--- config.mk ---
export PLATFORM = sky130hd
export DESIGN_NAME = supply_reset_seq
export DESIGN_NICKNAME = d
export VERILOG_FILES = /design/src/rtl/srs_pkg.sv /design/src/rtl/srs_tick_counter.sv /design/src/rtl/srs_fsm.sv /design/src/rtl/srs_nv_gate.sv /design/src/rtl/supply_reset_seq.sv
export SDC_FILE = /design/constraint.sdc
export NUM_CORES = 1
export LEC_CHECK = 0
export BUFFER_PORTS_ARGS = -buffer_cell sky130_fd_sc_hd__buf_2
export CAP_MARGIN = 10
export CORE_AREA = 2 2 39 41
export CTS_CLUSTER_SIZE = 8
export DETAILED_ROUTE_END_ITERATION = 8
export DIE_AREA = 0 0 41 43
export HOLD_SLACK_MARGIN = 0.12
export PLACE_DENSITY_LB_ADDON = 0.05
export SKIP_CTS_REPAIR_TIMING = 1
export SLEW_MARGIN = 20
export SYNTH_ARGS = -nofsm -noshare
export SYNTH_HDL_FRONTEND = slang
export SYNTH_SLANG_ARGS = --single-unit
--- constraint.sdc ---
create_clock -name clk -period 2.85 [get_ports clk]
set_clock_uncertainty 0.1 [all_clocks]
set_input_delay 0.57 -clock clk [delete_from_list [all_inputs] [get_ports clk]]
set_output_delay 0.57 -clock clk [all_outputs]
set_load 0.005 [all_outputs]
--- src/rtl/srs_pkg.sv ---
package srs_pkg;
    typedef enum logic [1:0] {
        SEQ_OFF   = 2'd0,
        SEQ_HOLD  = 2'd1,
        SEQ_DELAY = 2'd2,
        SEQ_RUN   = 2'd3
    } seq_state_e;

    typedef enum logic {
        NV_IDLE    = 1'b0,
        NV_GRANTED = 1'b1
    } nv_state_e;
endpackage

--- src/rtl/srs_tick_counter.sv ---
module srs_tick_counter #(
    parameter int unsigned DELAY_TICKS = 200
) (
    input  logic clk,
    input  logic por_n,
    input  logic count_en_i,
    input  logic tick_i,
    output logic done_o
);
    localparam int unsigned CNT_W = (DELAY_TICKS > 1) ? $clog2(DELAY_TICKS) : 1;
    localparam logic [CNT_W-1:0] LAST = CNT_W'(DELAY_TICKS - 1);

    logic [CNT_W-1:0] cnt_q;

    always_ff @(posedge clk or negedge por_n) begin
        if (!por_n) begin
            cnt_q <= '0;
        end else if (!count_en_i) begin
            cnt_q <= '0;
        end else if (tick_i) begin
            cnt_q <= (cnt_q == LAST) ? '0 : cnt_q + 1'b1;
        end
    end

    assign done_o = count_en_i && tick_i && (cnt_q == LAST);

    // leaving the delay state discards the count
    assert_cnt_clear_R4: assert property (@(posedge clk) disable iff (!por_n)
        !count_en_i |=> cnt_q == '0);

    // the count never passes the last tick position
    assert_cnt_bound_R2: assert property (@(posedge clk) disable iff (!por_n)
        cnt_q <= LAST);
endmodule

--- src/rtl/srs_fsm.sv ---
module srs_fsm
    import srs_pkg::*;
(
    input  logic clk,
    input  logic por_n,
    input  logic supply_ok_i,
    input  logic supply_min_i,
    input  logic done_i,
    output logic count_en_o,
    output logic rst_active_o,
    output logic released_o
);
    seq_state_e state_q, state_d;

    always_ff @(posedge clk or negedge por_n) begin
        if (!por_n) state_q <= SEQ_OFF;
        else        state_q <= state_d;
    end

    always_comb begin
        state_d = state_q;
        if (!supply_min_i) begin
            state_d = SEQ_OFF;
        end else begin
            unique case (state_q)
                SEQ_OFF:   state_d = SEQ_HOLD;
                SEQ_HOLD:  if (supply_ok_i) state_d = SEQ_DELAY;
                SEQ_DELAY: begin
                    if (!supply_ok_i) state_d = SEQ_HOLD;
                    else if (done_i)  state_d = SEQ_RUN;
                end
                SEQ_RUN:   if (!supply_ok_i) state_d = SEQ_HOLD;
            endcase
        end
    end

    always_comb begin
        count_en_o   = (state_q == SEQ_DELAY);
        released_o   = (state_q == SEQ_RUN);
        rst_active_o = !released_o;
    end

    // a sampled dip keeps or puts reset active
    assert_dip_resets_R3: assert property (@(posedge clk) disable iff (!por_n)
        !supply_ok_i |=> rst_active_o);

    // loss of the minimum supply lands in the off state
    assert_min_off_R5: assert property (@(posedge clk) disable iff (!por_n)
        !supply_min_i |=> state_q == SEQ_OFF);

    // release happens only on the completing tick
    assert_release_gate_R2: assert property (@(posedge clk) disable iff (!por_n)
        (state_q != SEQ_RUN && !done_i) |=> state_q != SEQ_RUN);
endmodule

--- src/rtl/srs_nv_gate.sv ---
module srs_nv_gate
    import srs_pkg::*;
(
    input  logic clk,
    input  logic por_n,
    input  logic allow_i,
    input  logic nv_req_i,
    input  logic nv_done_i,
    output logic nv_grant_o
);
    nv_state_e g_q, g_d;

    always_ff @(posedge clk or negedge por_n) begin
        if (!por_n) g_q <= NV_IDLE;
        else        g_q <= g_d;
    end

    always_comb begin
        g_d = g_q;
        unique case (g_q)
            NV_IDLE:    if (nv_req_i && allow_i) g_d = NV_GRANTED;
            NV_GRANTED: if (nv_done_i)           g_d = NV_IDLE;
        endcase
    end

    always_comb nv_grant_o = (g_q == NV_GRANTED);

    // a running write keeps its grant until done
    assert_grant_hold_R10: assert property (@(posedge clk) disable iff (!por_n)
        (nv_grant_o && !nv_done_i) |=> nv_grant_o);

    // no new grant outside the released state
    assert_no_grant_R11: assert property (@(posedge clk) disable iff (!por_n)
        (!nv_grant_o && !allow_i) |=> !nv_grant_o);

    // an accepted request is granted on the next cycle
    assert_grant_take_R9: assert property (@(posedge clk) disable iff (!por_n)
        (!nv_grant_o && allow_i && nv_req_i) |=> nv_grant_o);
endmodule

--- src/rtl/supply_reset_seq.sv ---
module supply_reset_seq #(
    parameter int unsigned DELAY_TICKS = 200
) (
    input  logic clk,
    input  logic por_n,
    input  logic supply_ok_i,
    input  logic supply_min_i,
    input  logic tick_i,
    input  logic wdt_req_i,
    input  logic nv_req_i,
    input  logic nv_done_i,
    output logic rst_n_o,
    output logic rst_o,
    output logic bus_inhibit_o,
    output logic nv_grant_o
);
    logic count_en, done, rst_active, released;

    srs_tick_counter #(.DELAY_TICKS(DELAY_TICKS)) cnt_i (
        .clk        (clk),
        .por_n      (por_n),
        .count_en_i (count_en),
        .tick_i     (tick_i),
        .done_o     (done)
    );

    srs_fsm fsm_i (
        .clk          (clk),
        .por_n        (por_n),
        .supply_ok_i  (supply_ok_i),
        .supply_min_i (supply_min_i),
        .done_i       (done),
        .count_en_o   (count_en),
        .rst_active_o (rst_active),
        .released_o   (released)
    );

    srs_nv_gate nv_i (
        .clk        (clk),
        .por_n      (por_n),
        .allow_i    (released),
        .nv_req_i   (nv_req_i),
        .nv_done_i  (nv_done_i),
        .nv_grant_o (nv_grant_o)
    );

    always_comb begin
        rst_o         = rst_active || wdt_req_i;
        rst_n_o       = !rst_o;
        bus_inhibit_o = rst_active;
    end

    // power-on reset holds every output in its safe state
    assert_por_safe_R1: assert property (@(posedge clk)
        !por_n |-> (rst_o && !rst_n_o && bus_inhibit_o && !nv_grant_o));

    // the bus stays inhibited on the edge after a dip
    assert_inhibit_dip_R8: assert property (@(posedge clk) disable iff (!por_n)
        !supply_ok_i |=> bus_inhibit_o);
endmodule

---- After elaboration in Yosys (flattened, before gate mapping) ----
Cells that the tools add are included.
Widths: inputs -> output; s select.
operators by class
  bitwise logic cells ..................... 1
  multipliers ............................. 0
  reduce and logical (&&, ||, !) cells .... 8
  multiplexer cells ....................... 12
  divide/modulo/power cells ............... 0
  shifts and indexed selects .............. 0
  equal/unequal tests ..................... 8
  $add $sub $neg .......................... 1
  order comparisons ....................... 0
operators by type and width
  kind                 number
  $mux 8               3
  $mux 2               5
  $add 8x1->8 const B  1
  $eq 8x8->1 const B   1
  $pmux 2 s4           1
  $ne 3x3->1 const B   2
  $eq 2x2->1 const B   2
  $ne 4x4->1 const B   1
  $logic_and 1x1->1    3
  $reduce_and 3->1     1
  $eq 2x1->1 const B   1
  $logic_not 1->1      2
  $logic_not 2->1      1
  $mux 1               2
  $ne 2x2->1 const B   1
  $pmux 1 s2           1
  $logic_or 1x1->1     1
  $not 1->1            1
storage, ports and cells
  register bits ........................... 11
  output and inout bits ................... 4
  bits in read-only memories .............. 0
  memories kept ........................... 0
  latch bits .............................. 0
  bits in writable memories ............... 0

---- Depth between registers and ports, before layout ----
  word-level depth ........................ 7
  mapped depth ............................ 6
  gate-level depth less buffers ........... 6

---- Hierarchy ----
A second synthesis with hierarchy kept.
second synthesis, totals
  cell total of the unflattened synthesis .. 67
  area total of the unflattened synthesis .. 688.2 µm²
modules (own cells, without submodules)
  module            cells an instance  times used  area an instance (µm²)
  srs_tick_counter  42                 1           450.4
  srs_fsm           20                 1           188.9
  srs_nv_gate       3                  1           38.8
  supply_reset_seq  2                  1           10.0

---- Least setup slack after synthesis ----
Ideal clock, no wire load.
  kind .................................... reg2reg
  start point ............................. register cnt_i.cnt_q[0]
  end point ............................... register cnt_i.cnt_q[7]
  clock period less this slack ............ 1.509 ns
  data arrival time ....................... 1.327 ns
  setup slack ............................. 1.341 ns
  setup time .............................. 0.082 ns
  path buffers ............................ 0
  stages on the path, launching flop included .. 6
  data required time ...................... 2.668 ns
  path through ............................ dfrtp_1 > ha_1 > and4_4 > a21oi_2 > a41oi_1 > a31oi_1
between the ends
  longest elaborated chain between the ends .. 4
  elaborated cells between the ends (all ways) .. 5
  those cells by class .................... 1 x add/sub; 1 x eq/ne; 3 x mux
RTL lines
  item                                              RTL line                source
  start, declared                                   srs_tick_counter.sv:13  logic [CNT_W-1:0] cnt_q;
  start signal, assigned                            srs_tick_counter.sv:21  cnt_q <= (cnt_q == LAST) ? '0 : cnt_q + 1'b1;
  $add 8x1->8 / $eq 8x8->1 (equally long branches)  srs_tick_counter.sv:21
  $mux 8 (*)                                        srs_tick_counter.sv:21
  $mux 8 (*)                                        srs_tick_counter.sv:20  end else if (tick_i) begin
  $mux 8 (*)                                        srs_tick_counter.sv:18  end else if (!count_en_i) begin
Mark *: on every way between the ends. The rest lies on a longest branch, timed or not. The select of a mux whose other input is x is not followed.
A chain may end at the register's enable or synchronous reset.

---- Worst setup path in the final report ----
  start point ............................. register fsm_i.state_q[0]
  end point ............................... output rst_n_o
between the ends
  longest elaborated chain between the ends .. 4
RTL lines
  item                    RTL line                source
  start, declared         srs_fsm.sv:13           seq_state_e state_q, state_d;
  start signal, assigned  srs_fsm.sv:17           else state_q <= state_d;
  $eq 2x2->1              srs_fsm.sv:39           released_o = (state_q == SEQ_RUN);
  $logic_not 1->1         srs_fsm.sv:40           rst_active_o = !released_o;
  $logic_or 1x1->1        supply_reset_seq.sv:48  rst_o = rst_active || wdt_req_i;
  $logic_not 1->1         supply_reset_seq.sv:49  rst_n_o = !rst_o;
  end, declared           supply_reset_seq.sv:12  output logic rst_n_o,
Every way passes these cells.

==> impl_metrics.tcl <==
set metrics [dict create \
    fillers 128 \
    num_rows 14 \
    syn_to_final_growth_pct 16.3 \
    critPathMaxStageDelay_ps 420 \
    core_um2 1380 \
    setup_tns_ps 0 \
    synthTopCellsByArea "dfrtp_1 40%, ha_1 9.2%, mux2i_1 4.4%, nand2b_1 3.7%, a31oi_1 2.7%" \
    die_h_um 43 \
    whs_path_depth 1 \
    antenna_found_initial 0 \
    synth_seq_area_share 0.403 \
    path_clk_slew_ps 70 \
    power_density_nw_per_um2 382 \
    fin_total_pwr_mw 0.304 \
    synth_edf_count 0 \
    dpl-instance-area_um2 758 \
    setup_viol 0 \
    drv_cap 0 \
    holdCritPathClass "reg2reg" \
    dp_hpwl_um 898 \
    path_delay_family "flip-flops" \
    drive_gt1_frac 0.268 \
    arrival_ps 1190 \
    grt_overflow 0 \
    viasPerCell 5.44 \
    tightest_slew_ps 371 \
    grt_util_all_layers 0.176 \
    power_leakage_nw 0.367 \
    antenna_cells 0 \
    via_count 533 \
    avgSynthCellArea_um2 10.4 \
    fmax_ghz 0.539 \
    maxSlewHeadroom 0.753 \
    drc 0 \
    fin_nets 96 \
    multiInputGateArea_um2 389 \
    status "complete, no violations" \
    syn_area_um2 683 \
    numPortBuffers 11 \
    grt_pass1_wl_mm 2.06 \
    fin_crit_sh 0.651 \
    rsz0062_at_grt "no" \
    die_area_um2 1760 \
    utilization 0.574 \
    critical_path_depth 4 \
    wl_per_cell_um 12.1 \
    netlist_instances 66 \
    die-width_um 41 \
    slowest_stage "dfrtp_1" \
    cp_max_fo 4 \
    path_class "reg2out" \
    first_pass_iters 4 \
    gp_congestion 0.776 \
    cts-root-buf "clkbuf_4" \
    synth.most_common_cell "dfrtp_1" \
    insertion_delay_ps 270 \
    start_util 0.494 \
    ios 12 \
    grt_pass1_vias 514 \
    cp_cell_sequence "ha_1 > nand2b_1 > inv_1 > buf_2" \
    async_reset_ff_frac 1.00 \
    ys_types 28 \
    h-tree-depth 1 \
    fin_area_um2 795 \
    synth_flop_cell "dfrtp_1" \
    period_minus_slack_ps 1860 \
    clockBufferDepth 2 \
    synth_commonest_cells "11 x dfrtp_1, 5 x ha_1, 5 x inv_1, 5 x nand2_1, 4 x nand2b_1" \
    r2r_cells 5 \
    hold_viol_final 0 \
    cp.required_ps 2180 \
    cts_made_buffers 3 \
    drt_iter0_drc 9 \
    cp_num_buf_inv 2 \
    routed_wl_mm 1.19 \
    synth-seq-cells 11 \
    syn_nets 79 \
    drv_slew 0 \
    synth_top_area_share 0.403 \
    startpoint_type "flip-flop" \
    yosys_warnings 0 \
    cts_sinks 11 \
    yosys.area.top_type "dfrtp_1" \
    peakVddDrop_mv 0.226 \
    cts_tree "done" \
    drtAntennaViolNets 0 \
    critical_path.endpoint_type "primary output" \
    ff_latch_area_um2 275 \
    grt_max_degree 12 \
]
flip-flops by register name, summed over array words and instances (netlist names):
register / cells
nv_i.nv_grant_o: 1
fsm_i.state_q: 2
cnt_i.cnt_q: 8
worst paths after layout:
kind | start | to | slack (ps)
min in group asynchronous | por_n | fsm_i.state_q[1] | 590
max in group asynchronous | por_n | cnt_i.cnt_q[7] | 1860
max | fsm_i.state_q[0] | rst_n_o | 990
min | nv_i.nv_grant_o | nv_i.nv_grant_o | 360
max reg2reg | cnt_i.cnt_q[0] | cnt_i.cnt_q[7] | 1170
min reg2reg | nv_i.nv_grant_o | nv_i.nv_grant_o | 360
cell usage in the layout (no fill, tap or decap):
master / instances
a21oi_1: 2
a21oi_2: 1
a22o_1: 2
a31oi_1: 3
a41oi_1: 1
and3_1: 1
and3_2: 1
and4_4: 1
buf_2: 11
clkbuf_1: 1
clkbuf_4: 3
dfrtp_1: 11
dlygate4sd3_1: 1
ha_1: 5
inv_1: 5
mux2_2: 1
mux2_4: 1
mux2i_1: 3
nand2_1: 5
nand2b_1: 4
nand3_1: 3
nand3_2: 1
nand3b_1: 2
nand4_1: 2
nor2_1: 3
nor2b_1: 1
nor3_2: 1
o211ai_1: 1
o221ai_1: 1
o221ai_2: 1
xnor2_1: 1
xor2_1: 2
report_power, final:
group / leakage, nW / switching (mW) / internal [mW]
Clock: 0.0150 / 0.0529 / 0.0542
Sequential: 0.152 / 0.00366 / 0.159
Combinational: 0.200 / 0.0179 / 0.0158
Total: 0.367 / 0.0744 / 0.229
cell type report:
cell class,count,area share
flip-flops and latches,11,0.346
repair buffers,12,0.0819
clock buffers,4,0.0331
multi-input cells,50,0.490
inverters,5,0.0236
well taps,16,0.0252
kinds of logic after synthesis:
logic type,after synthesis,share of synthesized area
and+or+nand+nor,25,0.218
AOI/OAI and AO/OA,12,0.139
adders and majority gates,5,0.0916
muxes,5,0.0824
xor gates and xnor gates,3,0.0385
buffers and inverters,5,0.0275
DFF,11,0.403
layer usage:
metal  GRT usage  routed length (um)  vias to the layer above
met5           0                   0                        -
met4      0.0800                   4                        0
met3      0.0471                  55                        2
met2       0.250                 516                       12
met1       0.242                 609                      246
li1            -                   -                      273
metrics by stage:
step                hold WS [ps]  setup WS [ps]  instances
floorplan                    174           1340         66
global placement             354           1240         93
detailed placement           353           1190         93
CTS                         60.7            983         97
global route                 375            868         98
finish                       364            993         98
worst register-to-register path, delay by kind of cell, from the launching register on:
kind,cells,cell delay (ps)
AOI/OAI and AO/OA,3,680
DFF,1,400
adders and majority gates,1,250
and+or+nand+nor,1,180
No activity file was read; power rests on OpenSTA's default activity.
